===== src/rtl/simd_add_pkg.sv =====
// Shared parameters and encodings for the partitioned SIMD adder.
// Assumes the data width is a whole number of granules and that the
// granule count is a power of two no larger than 2**3.
package simd_add_pkg;
    localparam int unsigned DATA_W = 64;
    localparam int unsigned GRAN_W = 8;
    localparam int unsigned N_GRAN = DATA_W / GRAN_W;
    localparam int unsigned SEL_W  = 2;

    typedef enum logic [SEL_W-1:0] {
        LANE_8  = 2'd0,
        LANE_16 = 2'd1,
        LANE_32 = 2'd2,
        LANE_64 = 2'd3
    } lane_e;

    typedef enum logic [SEL_W-1:0] {
        OP_ADD  = 2'd0,
        OP_SUB  = 2'd1,
        OP_MOVA = 2'd2,
        OP_MOVB = 2'd3
    } op_e;
endpackage


===== src/rtl/lane_boundary_dec.sv =====
// Marks which granules start a new lane for the selected lane size.
// A lane spans 2**lane_sel granules; granule i starts a lane when its
// index is a multiple of that span. Assumes N_GRAN is a power of two.
module lane_boundary_dec #(
    parameter int unsigned N_GRAN = 8,
    parameter int unsigned SEL_W  = 2
) (
    input  logic [SEL_W-1:0]  lane_sel,
    output logic [N_GRAN-1:0] seg_start
);
    logic [N_GRAN-1:0] span_mask;

    // Purpose: low index bits that must be zero at a lane base.
    always_comb begin
        span_mask = N_GRAN'((1 << lane_sel) - 1);
    end

    genvar gi;
    generate
        for (gi = 0; gi < N_GRAN; gi++) begin : g_start
            localparam logic [N_GRAN-1:0] IDX = N_GRAN'(gi);
            // Purpose: flag granule gi as the base of a lane.
            always_comb begin
                seg_start[gi] = ((IDX & span_mask) == '0);
            end
        end
    endgenerate
endmodule


===== src/rtl/seg_adder.sv =====
// One granule of the carry chain: a plain ripple adder with carry in
// and carry out. Operand B arrives already inverted for subtraction.
module seg_adder #(
    parameter int unsigned W = 8
) (
    input  logic [W-1:0] a,
    input  logic [W-1:0] b,
    input  logic         cin,
    output logic [W-1:0] sum,
    output logic         cout
);
    // Purpose: add the granule slices with the incoming carry.
    always_comb begin
        {cout, sum} = {1'b0, a} + {1'b0, b} + {{W{1'b0}}, cin};
    end
endmodule


===== src/rtl/simd_lane_adder.sv =====
// Partitioned 64-bit adder/subtractor with zero-extending low-word moves.
// The carry chain is cut into granules; at each lane base the carry in
// is forced to the subtract flag rather than taken from the granule
// below. The result is registered once; reset is synchronous, active low.
module simd_lane_adder
    import simd_add_pkg::*;
#(
    parameter int unsigned P_DATA_W = DATA_W,
    parameter int unsigned P_GRAN_W = GRAN_W,
    localparam int unsigned P_NGRAN = P_DATA_W / P_GRAN_W,
    localparam int unsigned HALF_W  = P_DATA_W / 2
) (
    input  logic                clk,
    input  logic                rst_n,
    input  logic [P_DATA_W-1:0] op_a,
    input  logic [P_DATA_W-1:0] op_b,
    input  logic [1:0]          lane_sel,
    input  logic [1:0]          op_sel,
    output logic [P_DATA_W-1:0] result
);
    logic                is_sub;
    logic [P_DATA_W-1:0] b_eff;
    logic [P_DATA_W-1:0] lane_sum;
    logic [P_DATA_W-1:0] next_result;
    logic [P_NGRAN-1:0]  seg_start;
    logic [P_NGRAN-1:0]  seg_cin;
    logic [P_NGRAN-1:0]  seg_cout;

    // Purpose: choose add or subtract and condition operand B.
    always_comb begin
        is_sub = (op_sel == OP_SUB);
        b_eff  = is_sub ? ~op_b : op_b;
    end

    lane_boundary_dec #(
        .N_GRAN (P_NGRAN),
        .SEL_W  (2)
    ) u_bound (
        .lane_sel  (lane_sel),
        .seg_start (seg_start)
    );

    genvar gi;
    generate
        for (gi = 0; gi < P_NGRAN; gi++) begin : g_seg
            if (gi == 0) begin : g_base
                // Purpose: the lowest granule always starts a lane.
                always_comb seg_cin[gi] = is_sub;
            end else begin : g_link
                // Purpose: block or pass the carry at this granule edge.
                always_comb seg_cin[gi] = seg_start[gi] ? is_sub : seg_cout[gi-1];
            end

            seg_adder #(
                .W (P_GRAN_W)
            ) u_seg (
                .a    (op_a[gi*P_GRAN_W +: P_GRAN_W]),
                .b    (b_eff[gi*P_GRAN_W +: P_GRAN_W]),
                .cin  (seg_cin[gi]),
                .sum  (lane_sum[gi*P_GRAN_W +: P_GRAN_W]),
                .cout (seg_cout[gi])
            );
        end
    endgenerate

    // Purpose: select the arithmetic result or a zero-extended low word.
    always_comb begin
        unique case (op_sel)
            OP_MOVA: next_result = {{HALF_W{1'b0}}, op_a[HALF_W-1:0]};
            OP_MOVB: next_result = {{HALF_W{1'b0}}, op_b[HALF_W-1:0]};
            default: next_result = lane_sum;
        endcase
    end

    // Purpose: capture the result, cleared by synchronous reset.
    always_ff @(posedge clk) begin
        if (!rst_n) result <= '0;
        else        result <= next_result;
    end
endmodule


===== config.mk =====
export PLATFORM = sky130hd
export DESIGN_NAME = simd_lane_adder
export DESIGN_NICKNAME = d
export VERILOG_FILES = /design/src/rtl/simd_add_pkg.sv /design/src/rtl/lane_boundary_dec.sv /design/src/rtl/seg_adder.sv /design/src/rtl/simd_lane_adder.sv
export SDC_FILE = /design/constraint.sdc
export NUM_CORES = 1
export LEC_CHECK = 0
export BUFFER_PORTS_ARGS = -buffer_cell sky130_fd_sc_hd__buf_2
export CAP_MARGIN = 20
export CORE_UTILIZATION = 52
export CTS_BUF_LIST = sky130_fd_sc_hd__clkbuf_8
export CTS_CLUSTER_SIZE = 20
export DETAILED_ROUTE_END_ITERATION = 12
export PLACE_DENSITY = 0.95
export SLEW_MARGIN = 20
export SYNTH_ARGS = -nofsm -noshare
export SYNTH_HDL_FRONTEND = slang
export SYNTH_SLANG_ARGS = --single-unit

===== constraint.sdc =====
create_clock -name clk -period 16.3 [get_ports clk]
set_clock_uncertainty 0.05 [all_clocks]
set_input_delay 2.445 -clock clk [delete_from_list [all_inputs] [get_ports clk]]
set_output_delay 2.445 -clock clk [all_outputs]
set_load 0.1 [all_outputs]

## Yosys cells after proc, flatten, opt, wreduce, memory -nomap -nowiden

Cells that the tools add are included.

- Output and inout bits: 64
- Bits in writable memories: 0
- Word-level logic and storage cells: 39
- Latch bits: 0
- Input bits: 134
- Memory bits (read-only): 0
- Memories: 0
- Register bits: 64

- Bitwise logic cells: 1
- $mul: 0
- Order comparisons: 0
- Shift operators: 1
- Divide/modulo/power cells: 0
- Equal/unequal tests: 3
- Add/subtract/negate cells: 17
- Mux-type cells: 9
- Reductions and logical operators: 7

Operators by type and width:

| cell | number |
|---|---|
| $pmux 64 s2 | 1 |
| $mux 64 | 1 |
| $not 64->64 | 1 |
| $add 8x8->9 | 7 |
| $add 9x1->9 | 7 |
| $logic_not 8->1 | 7 |
| $add 8x1->8 | 1 |
| $add 8x8->8 | 1 |
| $mux 1 | 7 |
| $eq 2x2->1 const B | 2 |
| $shl 1x2->3 const A | 1 |
| $sub 3x2->3 const B | 1 |
| $eq 2x1->1 const B | 1 |

## Depth between registers and ports, before layout

Gate-level depths: netlist (run 1).

- Depth after elaboration: 19
- Mapped depth: 60
- Gate-level depth less buffers: 58

## Hierarchy

From an unflattened synthesis (run 1), not the netlist that was laid out.

- Cell total of the unflattened synthesis: 627
- Area, all modules: 5714.2 um2

By module, submodules not included:

| module | seq. area each (um2) | area an instance (um2) | cells an instance | times used |
|---|---|---|---|---|
| simd_lane_adder | 1281.2 | 3012.9 | 290 | 1 |
| seg_adder (g_seg[0].u_seg ...) | 0.0 | 331.6 | 42 | 4 |
| seg_adder (g_seg[2].u_seg ...) | 0.0 | 331.6 | 40 | 4 |
| lane_boundary_dec | 0.0 | 48.8 | 9 | 1 |

## Worst setup path before layout (run 1)

OpenSTA, ideal clock, no wires.

- Kind: in2reg
- From: input port op_sel[1]
- To: register result[63]
- Path buffers: 2
- Library setup time: 71 ps
- Data required time: 16179 ps
- Path slack: 2159 ps
- Arrival time: 14020 ps
- Stages on the path: 58
- Path through: nand2b_1 -> clkbuf_1 -> buf_2 -> xnor2_1 -> fa_1 -> a21oi_1 -> o211ai_1 -> a21oi_1 -> nor2b_1 -> o21ai_0 -> fa_1 -> fa_1 -> nor2b_1 -> o31a_1 -> o31a_1 -> o21ai_0 -> a31o_2 -> fa_1 -> [22 not listed] -> a21o_1 -> a21oi_1 -> nor2b_1 -> o211ai_1 -> a31oi_1 -> fa_1 -> fa_1 -> a21oi_1 -> o21ai_0 -> o21a_1 -> o21ai_0 -> a211oi_1 -> fa_1 -> a21o_1 -> a2111oi_2 -> a21oi_1 -> or3_1 -> a21oi_1

- Cells in the longest elaborated chain, start to end: 19
- Elaborated cells between the ends (all ways): 28
- Those cells by class: 16 x add/sub; 3 x eq/ne; 9 x mux

RTL lines:

| what | line | source |
|---|---|---|
| start: declaration | simd_lane_adder.sv:18 | `input logic [1:0] op_sel,` |
| $eq 2x1->1 | simd_lane_adder.sv:31 | `is_sub = (op_sel == OP_SUB);` |
| $mux 64 | simd_lane_adder.sv:32 | `b_eff = is_sub ? ~op_b : op_b;` |
| $add 8x8->9 | seg_adder.sv:14 | `{cout, sum} = {1'b0, a} + {1'b0, b} + {{W{1'b0}}, cin};` |
| $add 9x1->9 | seg_adder.sv:14 |  |
| $mux 1 | simd_lane_adder.sv:51 | `always_comb seg_cin[gi] = seg_start[gi] ? is_sub : seg_cout[gi-1];` |
| $add 9x1->9 | seg_adder.sv:14 |  |
| $mux 1 | simd_lane_adder.sv:51 |  |
| $add 9x1->9 | seg_adder.sv:14 |  |
| [3 not listed] | n/a |  |
| $add 9x1->9 | seg_adder.sv:14 |  |
| $mux 1 | simd_lane_adder.sv:51 |  |
| $add 9x1->9 | seg_adder.sv:14 |  |
| $mux 1 | simd_lane_adder.sv:51 |  |
| $add 9x1->9 | seg_adder.sv:14 |  |
| $mux 1 | simd_lane_adder.sv:51 |  |
| $add 8x1->8 | seg_adder.sv:14 |  |
| $pmux 64 s2 (*) | simd_lane_adder.sv:68 | `unique case (op_sel)` |
| end signal: assignment | simd_lane_adder.sv:78 | `else result <= next_result;` |
| end: declaration | simd_lane_adder.sv:19 | `output logic [P_DATA_W-1:0] result` |

Mark *: on every way between the ends. The rest lies on a longest branch, timed or not.
A chain may end at the register's enable or synchronous reset.

## Worst setup path in the final report (run 1)

Same ends and word-level chain as after synthesis.

==> results.md, run 1 <==
### Worst setup path
- 2 — count of buffer and inverter cells on the critical path
- 0.46 ns — delay of the slowest cell on the worst path
- compound AO/OA/AOI/OAI gates — Worst path top cell family by delay
- input pin — CP Launch Type
- 59 — maximum fanout count along the critical path
- in2reg — kind of critical path
- flop — Crit. End Element
- 16.54 ns — critical path required time
- fa_1 — critical-path cell with the highest stage delay
- fa_1 — most used cell, CP
- 15.40 ns — worst path arrival time

### STA
- 0.722 ns — Worst-Margin Slew
- no — setup repair after global routing missed its margin
- 51.7% — slew margin rel.
- 65.9 MHz — Fmax achieved
- 0 ns — final setup TNS
- 0 — final setup violation count
- 0 — pins over their slew limit
- 0 — hold violation count in the final report
- 93.0% — final cycle utilization of the critical path
- 15.17 ns — final period demand of the worst path

### Run status
- completed — outcome

### Die
- 104 um — Die Span X
- 9910 um2 — placeable core area
- 104 um — Die Ht
- 36 — total number of placement rows
- 54.2% — initial cell density of the core
- 10,700 um2 — die footprint
- 198 — I/O pin count

### Flow run
- 0 — Maximum Capacitance Violations

### Yosys
- 45 — number of distinct library cells after synthesis
- 613 — cell count after synthesis
- dfxtp_1 — leading register cell type out of synthesis
- 23.8% — area share of the largest cell type after synthesis
- 0 — Post-synth EDFFs
- 817 — post-synthesis net count
- 5370 um2 — cell area after synthesis
- 0% — post-synthesis async set-or-reset flop share
- dfxtp_1 — cell type with the highest aggregate area in the netlist
- 8.76 um2 — Post-Synthesis Mean Instance Area
- 0 — total number of yosys warnings
- 23.8% — sequential fraction of the synthesis area
- 64 — Seq cells post-synth
- dfxtp_1 24%, ha_1 13%, xnor2_1 12% — ranking of synthesized cells by area

### Power and ir drop
- 23.2% — proportion of power drawn by the clock network
- 46.7% — sw frac
- 0.000326 W — Psw
- 3.26 nW — cell leakage power
- 0.0684 mV — maximum vdd ir drop
- 104 nW/um2 — ratio of total power to cell area
- 25.6% — sequential group share of total power
- 0.000371 W — Int Power
- 51.2% — relative contribution of combinational cells to total power

### CTS
- 64 — TritonCTS sink count
- 2 — Clock Tree Buf Depth
- 0 — hold buffer count at cts
- clkbuf_8 — CTS Root Buffer Type
- 0 — post-CTS setup buffer count
- 9 — clock buffers created by TritonCTS
- 0.08 ns — Reg clk slew, reported paths
- 3 — # H-tree levels
- built — clock tree from TritonCTS
- 0 — number of instances resized during post-cts repair

### Worst hold path
- in2reg — Hold WC Path Type
- 3 — count of cells along the worst hold path
- op_a[11] — HP Start
- result[11] — destination of the worst hold path

### Final layout
- 64 — number of flip-flops in the largest register
- 1280 um2 — sequential cell area in the final layout
- 28.2% — proportion of layout cells with a drive suffix above 1
- result — Largest Register
- 1,005 — Net count, final
- 3900 um2 — total area of multi-input combinational cells
- 24.7% — layout-stage area growth over the synthesis result
- 67.6% — final core utilization
- result x64 — largest registers ranked by flip-flop count
- 827 — fill cell total of the finished layout

### Drt
- 0 — Final ANT Viol Nets
- 15.6 um — detail-routed net length per standard cell
- 218 — DRC marker count from the first detailed-route iteration
- 5,154 — via count
- 5 — number of detailed-routing iterations run before antenna repair
- 0 — DR DRC count
- 5.48 — number of vias per cell
- 14.7 mm — sum of routed wire length over all layers

### Global routing
- 60 — maximum number of pins on one net before global-route repair
- 23.8 mm — wire length of the first global-routing pass
- 0 — aggregate global routing overflow
- 27.3% — Overall Global Routing Usage
- 3 — antenna violations before repair
- 5,195 — number of global-route vias before repair

### Placement
- 0.891 — weighted congestion at the end of routability-driven global placement
- 11.5 mm — HPWL after DPL
- 197 — count of buffers from port buffering

## tightest hold or removal path: stages
cell and delay [ns]:
buf_2 0.09, mux2i_1 0.06, o32ai_1 0.12
## Yosys cell counts, types with 2 or more instances
cell        n
or4_1       3
o2111a_1    2
o21bai_1    4
dfxtp_1    64
a2111oi_2   2
and2_1      8
nor3b_1     6
inv_1      23
o21ai_0    40
or3_1       3
a21o_1      6
o31a_1     10
or3b_2      3
nor3_1     23
xor2_1     13
o22ai_1     6
clkbuf_1   15
xnor2_1    71
ha_1       55
nand3b_1    3
buf_1       2
and3_1      3
a22oi_1     2
mux2i_1    31
a211oi_1    9
a31oi_1     4
fa_1       15
a21oi_1    30
and4_1      3
o21a_1     14
o32ai_1     5
o211a_1    12
buf_2       9
nor2_1     41
nand2b_1    5
nand2_1    37
nor4b_1     3
o211ai_1    2
nor2b_1    20
## metrics by stage
stage | worst slack, ns | power, W | cell area (um2) | hold slack [ns] | instances
floorplan | 2.16 | 0.000464 | 5370 | 2.58 | 613
global placement | 1.33 | 0.000529 | 6470 | 2.70 | 923
detailed placement | 0.893 | 0.000537 | 6470 | 2.73 | 923
CTS | 1.19 | 0.000701 | 6700 | 2.35 | 939
global route | 0.244 | 0.000734 | 6700 | 2.38 | 941
finish | 1.13 | 0.000697 | 6700 | 2.37 | 941
## metal layers
layer,up-vias,share of wire [%],global-route usage (%)
met1,2327,41,31.8
met2,212,48,46.0
met5,-,0.089,0
li1,2559,-,-
met4,2,4.7,15.0
met3,54,6.9,6.61
## area by class of cell
cell class	instances	share of cell area (%)
Tap cell	133	2.48
Timing Repair Buffer	203	15.4
Antenna cell	2	0.0747
Clock buffer	9	1.85
Sequential cell	64	19.1
Multi-Input combinational cell	500	58.3
Inverter	23	1.29
Clock inverter	7	1.53
## layout by cell type (no fill, tap or decap), drive strengths merged, types with 9 or more instances in the layout
| cell | Yosys | final |
|---|---|---|
| fa | 15 | 15 |
| a21oi | 30 | 30 |
| nor2 | 41 | 41 |
| inv | 23 | 26 |
| mux2i | 31 | 31 |
| nor2b | 20 | 20 |
| nor3 | 23 | 23 |
| dfxtp | 64 | 64 |
| o211a | 12 | 12 |
| a211oi | 9 | 9 |
| ha | 55 | 55 |
| xnor2 | 71 | 71 |
| o31a | 10 | 10 |
| o21ai | 40 | 40 |
| xor2 | 13 | 13 |
| buf | 11 | 203 |
| nand2 | 37 | 37 |
| o21a | 14 | 14 |
| clkbuf | 15 | 9 |
## power by group through the flow
stage	Sequential, W	Clock [W]	Combinational, W
finish	0.000179	0.000161	0.000357
floorplan	0.000314	0	0.000151
global placement	0.000182	0	0.000347
CTS	0.000179	0.000166	0.000356
detailed placement	0.000182	0	0.000354
global route	0.000180	0.000172	0.000382
## kinds of logic after synthesis
logic type | after synthesis | synth area share [%]
AO/OA/AOI/OAI | 151 | 19.0
AND/OR/NAND/NOR | 164 | 15.6
XOR/XNOR | 84 | 13.7
multiplexers | 31 | 5.78
flip-flops | 64 | 23.8
adder cells (fa/ha/maj) | 70 | 18.4
buffers and inverters | 49 | 3.63
## worst max path at each step
stage,start,to,slack [ns],cells after the start
6_report,op_sel[1],result[63],1.13,58
5_1_grt,op_sel[1],result[63],0.24,58
4_1_cts,op_sel[1],result[63],1.19,58
3_5_place_dp,op_sel[1],result[63],0.89,58
3_3_place_gp,op_sel[1],result[63],1.33,58
2_1_floorplan,op_sel[1],result[63],2.16,58
Note: power is estimated with default switching activity, not from simulation.
==> inputs of run 2 (changes only) <==
- RECOVER_POWER: not set -> 25
==> results.md, run 2 (synthesized netlist as in run 1, its figures left out) <==
### STA
- 0 ns — final setup TNS
- 0 — hold violation count in the final report
- 0 — final setup violation count
- 0 — pins over their slew limit
- 93.2% — final cycle utilization of the critical path
- 18.7% — slew margin rel.
- no — setup repair after global routing missed its margin
- 1.23 ns — Worst-Margin Slew
- 15.19 ns — final period demand of the worst path
- 65.8 MHz — Fmax achieved

### Final layout
- 166 x buf_2, 71 x xnor2_1, 64 x dfxtp_1 — leading cell types in the layout, fill and taps excluded
- 24.0% — layout-stage area growth over the synthesis result
- 24.3% — proportion of layout cells with a drive suffix above 1
- 1,005 — Net count, final
- 842 — fill cell total of the finished layout
- result x64 — largest registers ranked by flip-flop count
- result — Largest Register
- 64 — number of flip-flops in the largest register
- buf_2 — most common cell after layout, fill and taps aside

### Die
- 104 um — Die Ht
- 36 — total number of placement rows
- 104 um — Die Span X
- 10,700 um2 — die footprint
- 198 — I/O pin count
- 54.2% — initial cell density of the core
- 9910 um2 — placeable core area

### Global routing
- 60 — maximum number of pins on one net before global-route repair
- 3 — antenna violations before repair
- 5,195 — number of global-route vias before repair
- 23.8 mm — wire length of the first global-routing pass
- 27.3% — Overall Global Routing Usage
- 0 — aggregate global routing overflow

### Run status
- completed — outcome

### Drt
- 5 — number of detailed-routing iterations run before antenna repair
- 0 — DR DRC count
- 255 — DRC marker count from the first detailed-route iteration
- 5.50 — number of vias per cell
- 14.8 mm — sum of routed wire length over all layers
- 0 — Final ANT Viol Nets
- 5,175 — via count
- 15.7 um — detail-routed net length per standard cell

### CTS
- 0 — hold buffer count at cts
- 0 — number of instances resized during post-cts repair
- 2 — Clock Tree Buf Depth
- clkbuf_8 — CTS Root Buffer Type
- 0.08 ns — Reg clk slew, reported paths
- 3 — # H-tree levels
- 9 — clock buffers created by TritonCTS
- built — clock tree from TritonCTS
- 64 — TritonCTS sink count
- 0 — post-CTS setup buffer count

### Power and ir drop
- 0.0671 mV — maximum vdd ir drop
- 0.000695 W — total power
- 3.15 nW — cell leakage power
- 104 nW/um2 — ratio of total power to cell area

### Flow run
- 0 — Maximum Capacitance Violations

### Worst hold path
- 3 — count of cells along the worst hold path
- result[11] — destination of the worst hold path
- op_a[11] — HP Start
- in2reg — Hold WC Path Type

### Worst setup path
- in2reg — kind of critical path
- 59 — maximum fanout count along the critical path
- buf_4 — critical-path cell with the highest stage delay
- fa_1 — most used cell, CP
- 15.43 ns — worst path arrival time
- 0.46 ns — delay of the slowest cell on the worst path
- input pin — CP Launch Type
- 16.54 ns — critical path required time
- flop — Crit. End Element

### Placement
- 197 — count of buffers from port buffering
- 11.5 mm — HPWL after DPL
- 0.891 — weighted congestion at the end of routability-driven global placement

[run 2: how the worst max path moves through the flow]
stage                   start         end  slack (ns)  cells after the start
floorplan           op_sel[1]  result[63]        2.16                     58
global placement    op_sel[1]  result[63]        1.33                     58
detailed placement  op_sel[1]  result[63]        0.89                     58
CTS                 op_sel[1]  result[63]        1.19                     58
global route        op_sel[1]  result[63]        0.24                     58
finish              op_sel[1]  result[63]        1.11                     58
[run 2: metal layers]
metal | share of wire (%) | vias to the layer above | global-route usage [%] | wire [um]
li1 | - | 2560 | - | -
met1 | 41 | 2338 | 31.8 | 5990
met2 | 47 | 223 | 46.0 | 6960
met3 | 7.3 | 52 | 6.61 | 1080
met4 | 4.8 | 2 | 15.0 | 705
met5 | 0.088 | - | 0 | 13
[run 2: area by class of cell]
cell class | count | area, um2 | area share, %
inverter | 23 | 86.3 | 1.30
sequential | 64 | 1280 | 19.2
multi-input combinational | 500 | 3900 | 58.6
antenna | 2 | 5.00 | 0.0751
timing repair buffer | 203 | 992 | 14.9
clock buffer | 9 | 124 | 1.86
clock inverter | 7 | 103 | 1.54
tap | 133 | 166 | 2.50
[run 2: stage by stage]
step / utilization (%) / instances / hold slack [ns] / worst slack [ns] / instance area (um2)
after global routing: 67.2 / 941 / 2.38 / 0.244 / 6660
final: 67.2 / 941 / 2.36 / 1.11 / 6660
after CTS: 67.6 / 939 / 2.35 / 1.19 / 6700
after floorplan: - / 613 / 2.58 / 2.16 / 5370
after detailed placement: 65.3 / 923 / 2.73 / 0.893 / 6470
after global placement: 65.3 / 923 / 2.70 / 1.33 / 6470
[run 2: critical path, delay by kind of cell]
family	cells	cell delay, ns
compound gates	34	6.55
fa+ha+maj	14	4.80
buf+inv	2	0.55
simple gates	8	1.08
[run 2: power by group]
| group | internal [W] | leakage, nW | switching (W) | total, W |
|---|---|---|---|---|
| logic | 0.000107 | 2.51 | 0.000248 | 0.000355 |
| clock network | 0.0000880 | 0.111 | 0.0000737 | 0.000162 |
| registers | 0.000174 | 0.530 | 0.00000475 | 0.000179 |
| total | 0.000369 | 3.15 | 0.000326 | 0.000695 |
